**src/rtl/pwf_pkg.sv**
```systemverilog
package pwf_pkg;
  typedef enum logic [1:0] {
    ST_IDLE  = 2'd0,
    ST_BURST = 2'd1,
    ST_GAP   = 2'd2
  } pwf_st_e;

  typedef enum logic [2:0] {
    END_DONE  = 3'd0,
    END_ABORT = 3'd1,
    END_DISC  = 3'd2,
    END_LAT   = 3'd3,
    END_EMPTY = 3'd4,
    END_BOUND = 3'd5
  } pwf_end_e;
endpackage

```
**src/rtl/pwf_track.sv**
```systemverilog
// Byte-granular write progress: current address, bytes owed, buffer level,
// and bytes delivered in the open transaction.
module pwf_track #(
  parameter int AW = 32,
  parameter int CW = 12,
  parameter int DW = 4
) (
  input  logic          clk,
  input  logic          rst_n,
  input  logic          ld_acc,
  input  logic [AW-1:0] ld_addr,
  input  logic [CW-1:0] ld_bcnt,
  input  logic [DW-1:0] fill_bytes,
  input  logic          dlv_en,
  input  logic [DW-1:0] dlv_bytes,
  input  logic          txn_clr,
  input  logic          flush,
  output logic [AW-1:0] addr_q,
  output logic [CW-1:0] rem_q,
  output logic [CW-1:0] lvl_q,
  output logic [CW-1:0] txn_q,
  output logic [AW-1:0] addr_n,
  output logic [CW-1:0] rem_n,
  output logic [CW-1:0] lvl_n
);
  logic [CW-1:0] fill_e, dlv_e;
  logic [AW-1:0] addr_d;
  logic [CW-1:0] rem_d, lvl_d, txn_d;
  logic          upd_en;

  always_comb begin
    fill_e = (rem_q != '0) ? CW'(fill_bytes) : '0;
    dlv_e  = dlv_en ? CW'(dlv_bytes) : '0;
    addr_n = addr_q + AW'(dlv_e);
    rem_n  = rem_q - dlv_e;
    lvl_n  = lvl_q + fill_e - dlv_e;
    txn_d  = txn_clr ? '0 : (txn_q + dlv_e);
    if (ld_acc) begin
      addr_d = ld_addr;
      rem_d  = ld_bcnt;
      lvl_d  = '0;
    end else if (flush) begin
      addr_d = addr_n;
      rem_d  = '0;
      lvl_d  = '0;
    end else begin
      addr_d = addr_n;
      rem_d  = rem_n;
      lvl_d  = lvl_n;
    end
    upd_en = ld_acc | flush | txn_clr | (dlv_e != '0) | (fill_e != '0);
  end

  always_ff @(posedge clk or negedge rst_n) begin
    if (!rst_n) begin
      addr_q <= '0;
      rem_q  <= '0;
      lvl_q  <= '0;
      txn_q  <= '0;
    end else if (upd_en) begin
      addr_q <= addr_d;
      rem_q  <= rem_d;
      lvl_q  <= lvl_d;
      txn_q  <= txn_d;
    end
  end
endmodule

```
**src/rtl/pwf_ctrl.sv**
```systemverilog
// Transaction sequencing: start rule, ranked end causes, idle gap.
module pwf_ctrl
  import pwf_pkg::*;
#(
  parameter int CW  = 12,
  parameter int DW  = 4,
  parameter int BLK = 128,
  parameter int BW  = $clog2(BLK)
) (
  input  logic          clk,
  input  logic          rst_n,
  input  logic          ld_valid,
  input  logic [CW-1:0] ld_bcnt,
  input  logic [BW-1:0] off_q,
  input  logic [BW-1:0] off_n,
  input  logic [CW-1:0] rem_q,
  input  logic [CW-1:0] lvl_q,
  input  logic [CW-1:0] rem_n,
  input  logic [CW-1:0] lvl_n,
  input  logic [DW-1:0] dlv_bytes,
  input  logic          tgt_disc,
  input  logic          tgt_retry,
  input  logic          tgt_abort,
  input  logic          lat_expired,
  input  logic          gnt,
  output logic          ld_acc,
  output logic          burst_start,
  output logic          in_burst,
  output logic          in_gap,
  output logic          flush,
  output logic [2:0]    end_code
);
  localparam logic [CW-1:0] BLK_C = CW'(BLK);

  pwf_st_e       st_q, st_d;
  pwf_end_e      code_q, code_d;
  logic          stop;
  logic [BW:0]   to_bnd;
  logic          at_bnd, bnd_ok;

  always_comb begin
    to_bnd   = (BW+1)'(BLK) - {1'b0, off_q};
    in_burst = (st_q == ST_BURST);
    in_gap   = (st_q == ST_GAP);
    burst_start = (st_q == ST_IDLE) && (rem_q != '0) && (lvl_q != '0) &&
                  ((lvl_q == rem_q) || (lvl_q >= CW'(to_bnd)));
    ld_acc   = ld_valid && (rem_q == '0) && !in_burst && (ld_bcnt != '0);
    flush    = in_burst && tgt_abort;
    at_bnd   = (|dlv_bytes) && (off_n == '0) && (rem_n != '0);
    bnd_ok   = (lvl_n >= BLK_C) || (lvl_n == rem_n);

    stop   = 1'b1;
    code_d = code_q;
    if (tgt_abort)                   code_d = END_ABORT;
    else if (rem_n == '0)            code_d = END_DONE;
    else if (tgt_disc || tgt_retry)  code_d = END_DISC;
    else if (lat_expired && !gnt)    code_d = END_LAT;
    else if (lvl_n == '0)            code_d = END_EMPTY;
    else if (at_bnd && !bnd_ok)      code_d = END_BOUND;
    else                             stop   = 1'b0;

    st_d = st_q;
    unique case (st_q)
      ST_IDLE:  if (burst_start) st_d = ST_BURST;
      ST_BURST: if (stop)        st_d = ST_GAP;
      default:                   st_d = ST_IDLE;
    endcase
  end

  always_ff @(posedge clk or negedge rst_n) begin
    if (!rst_n) st_q <= ST_IDLE;
    else        st_q <= st_d;
  end

  always_ff @(posedge clk or negedge rst_n) begin
    if (!rst_n)              code_q <= END_DONE;
    else if (in_burst && stop) code_q <= code_d;
  end

  assign end_code = code_q;
endmodule

```
**src/rtl/pwf_seq.sv**
```systemverilog
module pwf_seq #(
  parameter int AW   = 32,
  parameter int CW   = 12,
  parameter int BEAT = 8,
  parameter int BLK  = 128,
  parameter int DW   = $clog2(BEAT + 1)
) (
  input  logic          clk,
  input  logic          rst_n,
  input  logic          ld_valid,
  input  logic [AW-1:0] ld_addr,
  input  logic [CW-1:0] ld_bcnt,
  input  logic [DW-1:0] fill_bytes,
  input  logic [DW-1:0] dlv_bytes,
  input  logic          tgt_disc,
  input  logic          tgt_retry,
  input  logic          tgt_abort,
  input  logic          lat_expired,
  input  logic          gnt,
  output logic          pending,
  output logic          burst_start,
  output logic [AW-1:0] start_addr,
  output logic [CW-1:0] start_bcnt,
  output logic          req,
  output logic          end_valid,
  output logic [2:0]    end_code,
  output logic [CW-1:0] bcnt_dec
);
  localparam int BW = $clog2(BLK);

  logic          ld_acc, in_burst, in_gap, flush;
  logic [AW-1:0] addr_q, addr_n;
  logic [CW-1:0] rem_q, lvl_q, txn_q, rem_n, lvl_n;

  pwf_track #(.AW(AW), .CW(CW), .DW(DW)) u_track (
    .clk(clk), .rst_n(rst_n), .ld_acc(ld_acc), .ld_addr(ld_addr), .ld_bcnt(ld_bcnt),
    .fill_bytes(fill_bytes), .dlv_en(in_burst), .dlv_bytes(dlv_bytes),
    .txn_clr(burst_start), .flush(flush), .addr_q(addr_q), .rem_q(rem_q),
    .lvl_q(lvl_q), .txn_q(txn_q), .addr_n(addr_n), .rem_n(rem_n), .lvl_n(lvl_n)
  );

  pwf_ctrl #(.CW(CW), .DW(DW), .BLK(BLK), .BW(BW)) u_ctrl (
    .clk(clk), .rst_n(rst_n), .ld_valid(ld_valid), .ld_bcnt(ld_bcnt),
    .off_q(addr_q[BW-1:0]), .off_n(addr_n[BW-1:0]), .rem_q(rem_q), .lvl_q(lvl_q),
    .rem_n(rem_n), .lvl_n(lvl_n), .dlv_bytes(dlv_bytes), .tgt_disc(tgt_disc),
    .tgt_retry(tgt_retry), .tgt_abort(tgt_abort), .lat_expired(lat_expired), .gnt(gnt),
    .ld_acc(ld_acc), .burst_start(burst_start), .in_burst(in_burst), .in_gap(in_gap),
    .flush(flush), .end_code(end_code)
  );

  assign pending    = (rem_q != '0);
  assign start_addr = addr_q;
  assign start_bcnt = rem_q;
  assign req        = in_burst;
  assign end_valid  = in_gap;
  assign bcnt_dec   = txn_q;
endmodule

```
**config.mk**
```make
export PLATFORM = sky130hd
export DESIGN_NAME = pwf_seq
export DESIGN_NICKNAME = d
export VERILOG_FILES = /design/src/rtl/pwf_pkg.sv /design/src/rtl/pwf_track.sv /design/src/rtl/pwf_ctrl.sv /design/src/rtl/pwf_seq.sv
export SDC_FILE = /design/constraint.sdc
export NUM_CORES = 1
export LEC_CHECK = 0
export ABC_CLOCK_PERIOD_IN_PS = 10100
export BUFFER_PORTS_ARGS = -buffer_cell sky130_fd_sc_hd__buf_2
export CORE_UTILIZATION = 60
export CTS_BUF_LIST = sky130_fd_sc_hd__clkbuf_8 sky130_fd_sc_hd__clkbuf_16
export CTS_CLUSTER_DIAMETER = 30
export DETAILED_ROUTE_END_ITERATION = 16
export MAX_ROUTING_LAYER = met4
export PLACE_DENSITY = 0.95
export RECOVER_POWER = 50
export SYNTH_ARGS = -nofsm -noshare
export SYNTH_HDL_FRONTEND = slang
export SYNTH_HIERARCHICAL = 1
export SYNTH_SLANG_ARGS = --single-unit
```
**constraint.sdc**
```tcl
create_clock -name clk -period 10.1 [get_ports clk]
set_input_delay 2.02 -clock clk [delete_from_list [all_inputs] [get_ports clk]]
set_output_delay 2.02 -clock clk [all_outputs]
set_load 0.005 [all_outputs]
```
== After elaboration in Yosys (flattened, before gate mapping) ==
Index checks and enable logic that the tools add are counted.
Word-level totals
  register bits after elaboration: 73
  bits of input ports: 60
  word-level logic and storage cells: 80
Operators by class
  add/sub/neg operators: 6
  $lt $le $gt $ge: 2
  equal/unequal tests: 6
  mux-type cells: 23
  bitwise gates (word level): 4
  reduce and logical (&&, ||, !) cells: 33
Operators with widths (count)
  $reduce_bool A12 Y1: 6
  $mux W12: 5
  $logic_not A12 Y1: 3
  $add A32 B12 Y32: 1
  $mux W32: 1
  $add A12 B12 Y12: 2
  $eq A12 B12 Y1: 2
  $sub A12 B12 Y12: 2
  $mux W3: 6
  $ge A12 B8 Y1: 1
  $ge A12 B8 Y1 const B: 1
  $logic_and A1 B1 Y1: 12
  $mux W4: 2
  $sub A8 B7 Y8 const A: 1
  $logic_not A7 Y1: 1
  $mux W1: 6
  $reduce_bool A6 Y1: 1
  $mux W2: 2
  $ne A2 B2 Y1 const B: 2
  $or A1 B1 Y1: 4
  $pmux W2 S2: 1
  $reduce_and A2 Y1: 2
  $reduce_or A4 Y1: 1
  $logic_not A1 Y1: 3
  other kinds (4): 6

== Logic depth before layout (Yosys ltp) ==
Gate-level depths: netlist (run 1).
  word-level depth: 16
  depth in mapped cells: 21
  depth with buffers taken out: 20

== Cells and area by module ==
Netlist (run 1), hierarchy kept.
By module, submodules not included
  pwf_track: instances 1, cells an instance 606, area each 5183.7 µm², sequential area each 1701.6 µm²
  pwf_ctrl: instances 1, cells an instance 120, area each 959.7 µm², sequential area each 125.1 µm²
  pwf_seq: instances 1, cells an instance 4, area each 23.8 µm², sequential area each 0.0 µm²

== Least setup slack after synthesis (run 1) ==
Ideal clock, no wire load.
  path type: input-to-reg
  start point: input port dlv_bytes[1]
  end point: register u_ctrl.code_q[1] (netlist: u_ctrl/end_code[1])
  setup time: 0.125 ns
  arrival: 5.725 ns
  data required time: 9.975 ns
  path slack: 4.250 ns
  stages: 16
  path buffers: 0
  path through: nand2_1 -> inv_1 -> fa_1 -> inv_1 -> ha_1 -> a211oi_1 -> o21ai_0 -> and4b_1 -> nor4_1 -> xnor2_1 -> nor4_1 -> and4_1 -> or4_1 -> a41oi_2 -> nor2_2 -> mux2_4
Between the ends
  longest elaborated chain between the ends: 14
  elaborated cells between the ends (all ways): 30
  classes of those cells: 3 x add/sub; 1 x order compare; 1 x eq/ne; 12 x mux; 13 x reduce/logical
Ends and longest elaborated chain
  start, declared: line pwf_seq.sv:14  | input logic [DW-1:0] dlv_bytes,
  $mux W4 *: line pwf_track.sv:33  | dlv_e = dlv_en ? CW'(dlv_bytes) : '0;
  $sub A12 B12 Y12 *: line pwf_track.sv:36  | lvl_n = lvl_q + fill_e - dlv_e;
  named net lvl_n[11]: line pwf_seq.sv:33  | logic [CW-1:0] rem_q, lvl_q, txn_q, rem_n, lvl_n;
  $ge A12 B8 Y1 or $eq A12 B12 Y1 (tied branches): line pwf_ctrl.sv:50  | bnd_ok = (lvl_n >= BLK_C) || (lvl_n == rem_n);
  $logic_or A1 B1 Y1: line pwf_ctrl.sv:50
  $logic_not A1 Y1: line pwf_ctrl.sv:59  | else if (at_bnd && !bnd_ok) code_d = END_BOUND;
  $logic_and A1 B1 Y1: line pwf_ctrl.sv:59
  $mux W1: line pwf_ctrl.sv:59
  $mux W1: line pwf_ctrl.sv:58  | else if (lvl_n == '0) code_d = END_EMPTY;
  $mux W1: line pwf_ctrl.sv:57  | else if (lat_expired && !gnt) code_d = END_LAT;
  $mux W1: line pwf_ctrl.sv:56  | else if (tgt_disc || tgt_retry) code_d = END_DISC;
  $mux W1: line pwf_ctrl.sv:55  | else if (rem_n == '0) code_d = END_DONE;
  $mux W1: line pwf_ctrl.sv:54  | if (tgt_abort) code_d = END_ABORT;
  $logic_and A1 B1 Y1: line pwf_ctrl.sv:77  | else if (in_burst && stop) code_q <= code_d;
  $reduce_and A2 Y1 (no line)
  end signal, assigned: line pwf_ctrl.sv:77
  end, declared: line pwf_ctrl.sv:36  | pwf_end_e code_q, code_d;
Mark *: on every way through the listed nets, which the timed path passes. The rest lies on a longest branch.
A chain may end at the register's enable or synchronous reset.

== Final worst setup path (run 1) ==
Same ends and word-level chain as after synthesis.

==> results of run 1 <==
-- stage by stage --
step                      hold WS, ns  setup WS, ns  power (uW)
after floorplan                0.4844         4.250        1779
after global placement         0.4829         3.753        2224
after detailed placement       0.5000         3.556        2279
after CTS                      0.5239         3.925        2499
after global routing           0.5515         3.649        2735
final                          0.5273         3.866        2528
-- flip-flops by register name, indices dropped and copies added, names as in the netlist --
register / cells
u_track/txn_q: 12
u_track/rem_q: 12
u_ctrl/end_code: 3
u_ctrl/st_q: 2
u_track/addr_q: 32
u_track/lvl_q: 12
-- how the worst min path moves through the flow --
stage                                  start            endpoint  slack (ns)  cells after the start
final                     u_ctrl/end_code[0]  u_ctrl/end_code[0]        0.53                      2
after global routing      u_ctrl/end_code[1]  u_ctrl/end_code[1]        0.55                      1
after CTS                 u_ctrl/end_code[0]  u_ctrl/end_code[0]        0.52                      2
after detailed placement  u_ctrl/end_code[1]  u_ctrl/end_code[1]        0.50                      1
after global placement      u_track/txn_q[0]    u_track/txn_q[0]        0.48                      2
after floorplan           u_ctrl/end_code[2]  u_ctrl/end_code[2]        0.48                      1
-- routing by layer --
| layer | part of all wire | vias up | GRT usage | wire (um) |
|---|---|---|---|---|
| met4 | 0.048 | 0 | 0.1895 | 852 |
| li1 | - | 2722 | - | - |
| met1 | 0.38 | 2755 | 0.4545 | 6743 |
| met3 | 0.082 | 85 | 0.05797 | 1463 |
| met2 | 0.49 | 380 | 0.6185 | 8772 |
| met5 | 0 | - | - | 0 |
-- power by group through the flow --
stage,registers [uW],clock network [uW],logic [uW]
CTS,655,213,1630
global placement,650,0,1570
detailed placement,659,0,1620
floorplan,599,0,1180
finish,664,210,1650
global route,681,227,1830
-- worst register-to-register path, cell delays in order, from the launching register on --
cell and delay [ns]:
dfrtp_1 0.53, or4_4 0.58, or4_4 0.49, or2_2 0.36, nand2_1 0.11, fa_1 0.46, inv_1 0.09, ha_1 0.25
a211oi_1 0.20, o21ai_0 0.26, and4b_1 0.28, nor4_1 0.46, xnor2_1 0.22, nor4_1 0.10, and4_1 0.21, or4_1 0.53
a41oi_2 0.24, nor2_2 0.11, mux2_4 0.30
-- cell type report --
cell class / count / area, um^2 / area share
clock buffer: 9 / 123.9 / 0.01832
clock inverter: 7 / 48.80 / 0.007216
inverter: 48 / 180.2 / 0.02664
multi-input combinational: 549 / 3800 / 0.5619
sequential: 73 / 1827 / 0.2701
tap: 129 / 161.4 / 0.02387
timing repair buffer: 127 / 621.8 / 0.09195
==> metrics.md, run 1 <==
| Metric | Value |
|---|---|
| Crit-path max cell delay | `~0.6 ns` |
| First-iteration detailed-routing DRC count | `around 570` |
| Via density | `approximately 6.3` |
| Residual DRC count | `0` |
| Clock latency on the worst-skew pair | `between 0.3 and 0.4 ns` |
| Share of cells above drive strength 1 | `0.1771` |
| Switching Share | `0.5159` |
| Overall routing resource usage | `0.3778` |
| Reg clk slew, reported paths | `0.08 ns` |
| CP Buf/Inv Count | `3` |
| Required @ worst endpoint | `~10 ns` |
| Clock Tree Buf Depth | `2` |
| Final Setup Violations | `0` |
| Vias post-DR | `roughly 5,900` |
| Most common cell after layout, fill and taps aside | `buf_2` |
| Post-layout min period | `roughly 6.2 ns` |
| Total net switching power | `between 1000 and 1500 uW` |
| Largest net degree at the start of global routing | `between 70 and 80` |
| First-pass GRT wire length | `between 20 and 30 mm` |
| Vias in the first global route | `5,932` |
| TritonCTS buffer count | `9` |
| Hold Crit Class | `reg2reg` |
| Max Cap Viol | `1` |
| Crit path depth | `17` |
| Fin area | `0.006763 mm^2` |
| Slew headroom | `-1.710` |
| CP endpoint kind | `flop` |
| Crit Path Max Fanout | `5` |
| Final WL | `17.83 mm` |
| Final hold violation count | `0` |
| CTS tree | `built` |
| Routed Antenna Nets | `0` |
| Int Power | `roughly 1200 uW` |
| Top-Level Pins | `between 100 and 150` |
| Resized Gates After CTS | `0` |
| Die ar. | `about 0.01 mm^2` |
| Nets@finish | `about 910` |
| PwrDens | `373.8 mW/mm^2` |
| Syn_nets | `~800` |
| Reg-to-reg slack, setup | `roughly 4.2 ns` |
| First-pass iteration count of the detailed router | `5` |
| Antenna violations before repair | `0` |
| Critical path cell sequence | `buf_2 -> nand2_1 -> inv_1 -> fa_1 -> inv_1 -> ha_1 -> a211oi_1 -> o21ai_0 -> a2111oi_0 -> nor4_1 -> xnor2_1 -> nor4_1 -> and4_1 -> or4_1 -> a41oi_2 -> nor2_2 -> mux2_4` |
| Root Buffer | `clkbuf_8` |
| Area delta synth->final | `13.96%` |
| Setup CP Type | `in2reg` |
| RSZ-0062 raised after global routing | `false` |
| Placed insts | `926` |
| Syn avg cell area | `8.539 um^2` |
| Post-detail-place hpwl | `about 13 mm` |
| Gr ovfl total | `0` |
| Worst flop-to-flop path endpoint | `u_ctrl/end_code[1]` |
| Standard-cell rows | `35` |
| Worst VDD drop | `roughly 200 uV` |
| Slew @ Worst Pin | `slightly above 4 ns` |
| Ant diodes | `0` |
| Fmax achieved | `~160 MHz` |
| Period utilisation layout | `0.6172` |
| Fin cells | `942` |
| Die width | `101.5 um` |
| P_leak | `approximately 0.0031 uW` |
| Clock H-tree levels | `3` |
| Clock skew | `0.01450 ns` |
| Setup Fix Bufs, Post-CTS | `0` |
| Clk network pwr share | `0.083` |
| Total Negative Setup Slacks | `0 ns` |
| Cells after Synth | `~700` |
| Worst r2r src | `u_track/rem_q[4]` |
| IO buf count | `around 120` |
| Hold-fix buffers, CTS | `0` |
| Layout fillers | `694` |
| Failing checks | `max-capacitance violations, max-slew violations` |
| Yosys warns | `6` |
| Placed Instance Area | `0.006616 mm^2` |
| Core area | `0.009415 mm^2` |
| Status | `complete, but fails checks` |
| Crit path from | `dlv_bytes[1]` |
| Final Util | `0.7183` |
| Logic pwr share | `0.654` |
| Gpl congestion | `1.044` |
| Starting Density | `0.6303` |
| CTS sink cnt | `73` |
| Chip height | `between 100 and 150 um` |
| Worst Setup EP | `u_ctrl/end_code[1]` |
| Commonest non-fill, non-tap cells in the layout | `buf_2, nand2_1, dfrtp_1` |
| CP arrival | `6.47 ns` |
| Worst setup SP type | `input pin` |
| Critical Path Slowest Stage Cell | `fa_1` |
| Crit-path leading delay family | `simple AND/OR/NAND/NOR gates` |
| Flop pwr share | `0.263` |
| Mapped Area | `between 0.005 and 0.006 mm^2` |
| Max-slew violations | `74` |
| Wire per inst | `18.93 um` |
| Cells on worst reg2reg path | `18` |
Power figures use the tool's default switching activity.
==> run 2, diff against run 1 <==
--- a/config.mk
+++ b/config.mk
@@ -5,14 +5,14 @@
 export SDC_FILE = /design/constraint.sdc
 export NUM_CORES = 1
 export LEC_CHECK = 0
-export ABC_CLOCK_PERIOD_IN_PS = 10100
+export ABC_CLOCK_PERIOD_IN_PS = 6200
 export BUFFER_PORTS_ARGS = -buffer_cell sky130_fd_sc_hd__buf_2
-export CORE_UTILIZATION = 60
+export CORE_UTILIZATION = 57
 export CTS_BUF_LIST = sky130_fd_sc_hd__clkbuf_8 sky130_fd_sc_hd__clkbuf_16
 export CTS_CLUSTER_DIAMETER = 30
 export DETAILED_ROUTE_END_ITERATION = 16
 export MAX_ROUTING_LAYER = met4
-export PLACE_DENSITY = 0.95
+export PLACE_DENSITY = 0.93
 export RECOVER_POWER = 50
 export SYNTH_ARGS = -nofsm -noshare
 export SYNTH_HDL_FRONTEND = slang
==> constraint.sdc (replaced) <==
create_clock -name clk -period 6.2 [get_ports clk]
set_input_delay 1.24 -clock clk [delete_from_list [all_inputs] [get_ports clk]]
set_output_delay 1.24 -clock clk [all_outputs]
set_load 0.005 [all_outputs]
==> run 2 against run 1 <==
- the run still ends with max-capacitance violations, max-slew violations left
- core utilization is 2.6 points lower
- global-route usage fell by 4.6 points
- clock power up 120%
- combinational power up 61%
- sequential share of layout area down 0.36 points
- wire length shrank 5.3%
- power is 66% higher
- die area is 5.2% higher
- critical endpoint unchanged
==> metrics.md, run 2 (synthesis results as in run 1) <==
| Metric | Value |
|---|---|
| Setup CP Type | `reg2reg` |
| Fin cells | `approximately 950` |
| Final worst setup slack | `0.4080 ns` |
| Layout fillers | `slightly above 800` |
| Slew @ Worst Pin | `4.016 ns` |
| Logic pwr share | `0.633` |
| Placed Instance Area | `0.006629 mm^2` |
| Clock latency on the worst-skew pair | `about 0.35 ns` |
| Gpl congestion | `0.9386` |
| PwrDens | `slightly above 600 mW/mm^2` |
| Crit Path Max Fanout | `11` |
| Hold-fix buffers, CTS | `0` |
| Sequential cell area | `~0.0018 mm^2` |
| Clock skew | `between 0.008 and 0.009 ns` |
| IO buf count | `around 120` |
| Clk network pwr share | `0.111` |
| Gr ovfl total | `0` |
| Crit-path leading delay family | `simple AND/OR/NAND/NOR gates` |
| Clock H-tree levels | `3` |
| Int Power | `2136 uW` |
| Final Util | `0.6918` |
| Final Setup Violations | `0` |
| Die width | `roughly 100 um` |
| Reg clk slew, reported paths | `about 0.08 ns` |
| Required @ worst endpoint | `6.44 ns` |
| Die ar. | `roughly 0.011 mm^2` |
| Max reg flops | `32` |
| Critical path cell sequence | `or4_4 -> or4_4 -> or2_2 -> nand2_1 -> fa_1 -> inv_1 -> ha_1 -> a211oi_1 -> o21ai_0 -> and4b_1 -> nor4_1 -> xnor2_1 -> nor4_1 -> and4_1 -> or4_1 -> a41oi_2 -> nor2_2 -> mux2_4` |
| Top-Level Pins | `between 100 and 150` |
| Max-slew violations | `74` |
| Share of cells above drive strength 1 | `0.1907` |
| Setup Fix Bufs, Post-CTS | `0` |
| Max Cap Viol | `1` |
| Residual DRC count | `0` |
| Most common cell after layout, fill and taps aside | `buf_2` |
| Failing checks | `max-capacitance violations, max-slew violations` |
| Overall routing resource usage | `0.3318` |
| Resized Gates After CTS | `0` |
| Worst VDD drop | `334.4 uV` |
| CP arrival | `6.03 ns` |
| Antenna violations before repair | `0` |
| Routed Antenna Nets | `0` |
| Commonest non-fill, non-tap cells in the layout | `buf_2, nand2_1, dfrtp_1` |
| Starting Density | `0.5989` |
| CP Buf/Inv Count | `1` |
| Area of the multi-input gates | `0.003800 mm^2` |
| Status | `complete, but fails checks` |
| Register with the most flip-flops | `u_track/addr_q` |
| Wire per inst | `17.85 um` |
| Critical Path Slowest Stage Cell | `or4_4` |
| First-pass iteration count of the detailed router | `5` |
| Area delta synth->final | `15.52%` |
| Final hold violation count | `0` |
| RSZ-0062 raised after global routing | `false` |
| Post-detail-place hpwl | `approximately 12 mm` |
| Via density | `6.210` |
| Chip height | `104.0 um` |
| Period utilisation layout | `0.9342` |
| First-iteration detailed-routing DRC count | `between 400 and 500` |
| Standard-cell rows | `36` |
| Post-layout min period | `5.792 ns` |
| Switching Share | `0.4901` |
| CTS tree | `built` |
| Hold Crit Class | `reg2reg` |
| Clock Tree Buf Depth | `2` |
| TritonCTS buffer count | `9` |
| P_leak | `~0.0032 uW` |
| CP endpoint kind | `flop` |
| Core area | `approximately 0.0099 mm^2` |
| CTS sink cnt | `73` |
| Vias post-DR | `between 5,000 and 6,000` |
| First-pass GRT wire length | `28.07 mm` |
| Crit-path max cell delay | `0.58 ns` |
| Root Buffer | `clkbuf_8` |
| Fmax achieved | `roughly 170 MHz` |
| Largest net degree at the start of global routing | `74` |
| Ant diodes | `0` |
| Slew headroom | `-1.677` |
| Final WL | `roughly 17 mm` |
| Total net switching power | `around 2000 uW` |
| Total Negative Setup Slacks | `0 ns` |
| Nets@finish | `909` |
| Pre-CTS setup slack | `0.4559 ns` |
| Flop pwr share | `0.256` |
| Worst setup SP type | `flop` |
| Vias in the first global route | `just under 6,000` |
| Fin area | `about 0.0069 mm^2` |
| Placed insts | `between 900 and 1,000` |
-- run 2: layout make-up --
type,instances,area share
clock buffers,10,0.02008
inverters,48,0.02628
well taps,133,0.02427
multi-input cells,549,0.5543
clock inverters,5,0.01515
flip-flops and latches,73,0.2665
repair buffers,128,0.09345
-- run 2: worst paths after layout --
check | from | to | slack, ns | depth (start not counted)
max in group asynchronous | rst_n | u_track/rem_q[3] | 1.57 | 2
setup / recovery | u_track/rem_q[4] | u_ctrl/end_code[1] | 0.41 | 18
hold reg to reg | u_ctrl/end_code[1] | u_ctrl/end_code[1] | 0.52 | 1
setup reg to reg | u_track/rem_q[4] | u_ctrl/end_code[1] | 0.41 | 18
hold / removal | u_ctrl/end_code[1] | u_ctrl/end_code[1] | 0.52 | 1
min in group asynchronous | rst_n | u_track/txn_q[6] | 2.40 | 2
-- run 2: routing by layer --
layer | track usage | wire length, um | part of all wire
met1 | 0.3996 | 6774 | 0.40
met2 | 0.5438 | 8247 | 0.49
met3 | 0.05451 | 1251 | 0.074
met4 | 0.1571 | 613 | 0.036
met5 | - | 0 | 0
-- run 2: through the flow --
stage,total power [uW],hold WS [ns]
5_1_grt,4514,0.5359
3_5_place_dp,3656,0.5014
4_1_cts,4148,0.5214
3_3_place_gp,3604,0.4881
6_report,4188,0.5206
2_1_floorplan,2898,0.4844
-- run 2: power groups by stage --
stage	Clock (uW)	Combinational, uW	Sequential [uW]
final	465	2650	1070
after global routing	488	2920	1110
after CTS	467	2620	1060
after detailed placement	0	2590	1060
after global placement	0	2540	1060
after floorplan	0	1920	976
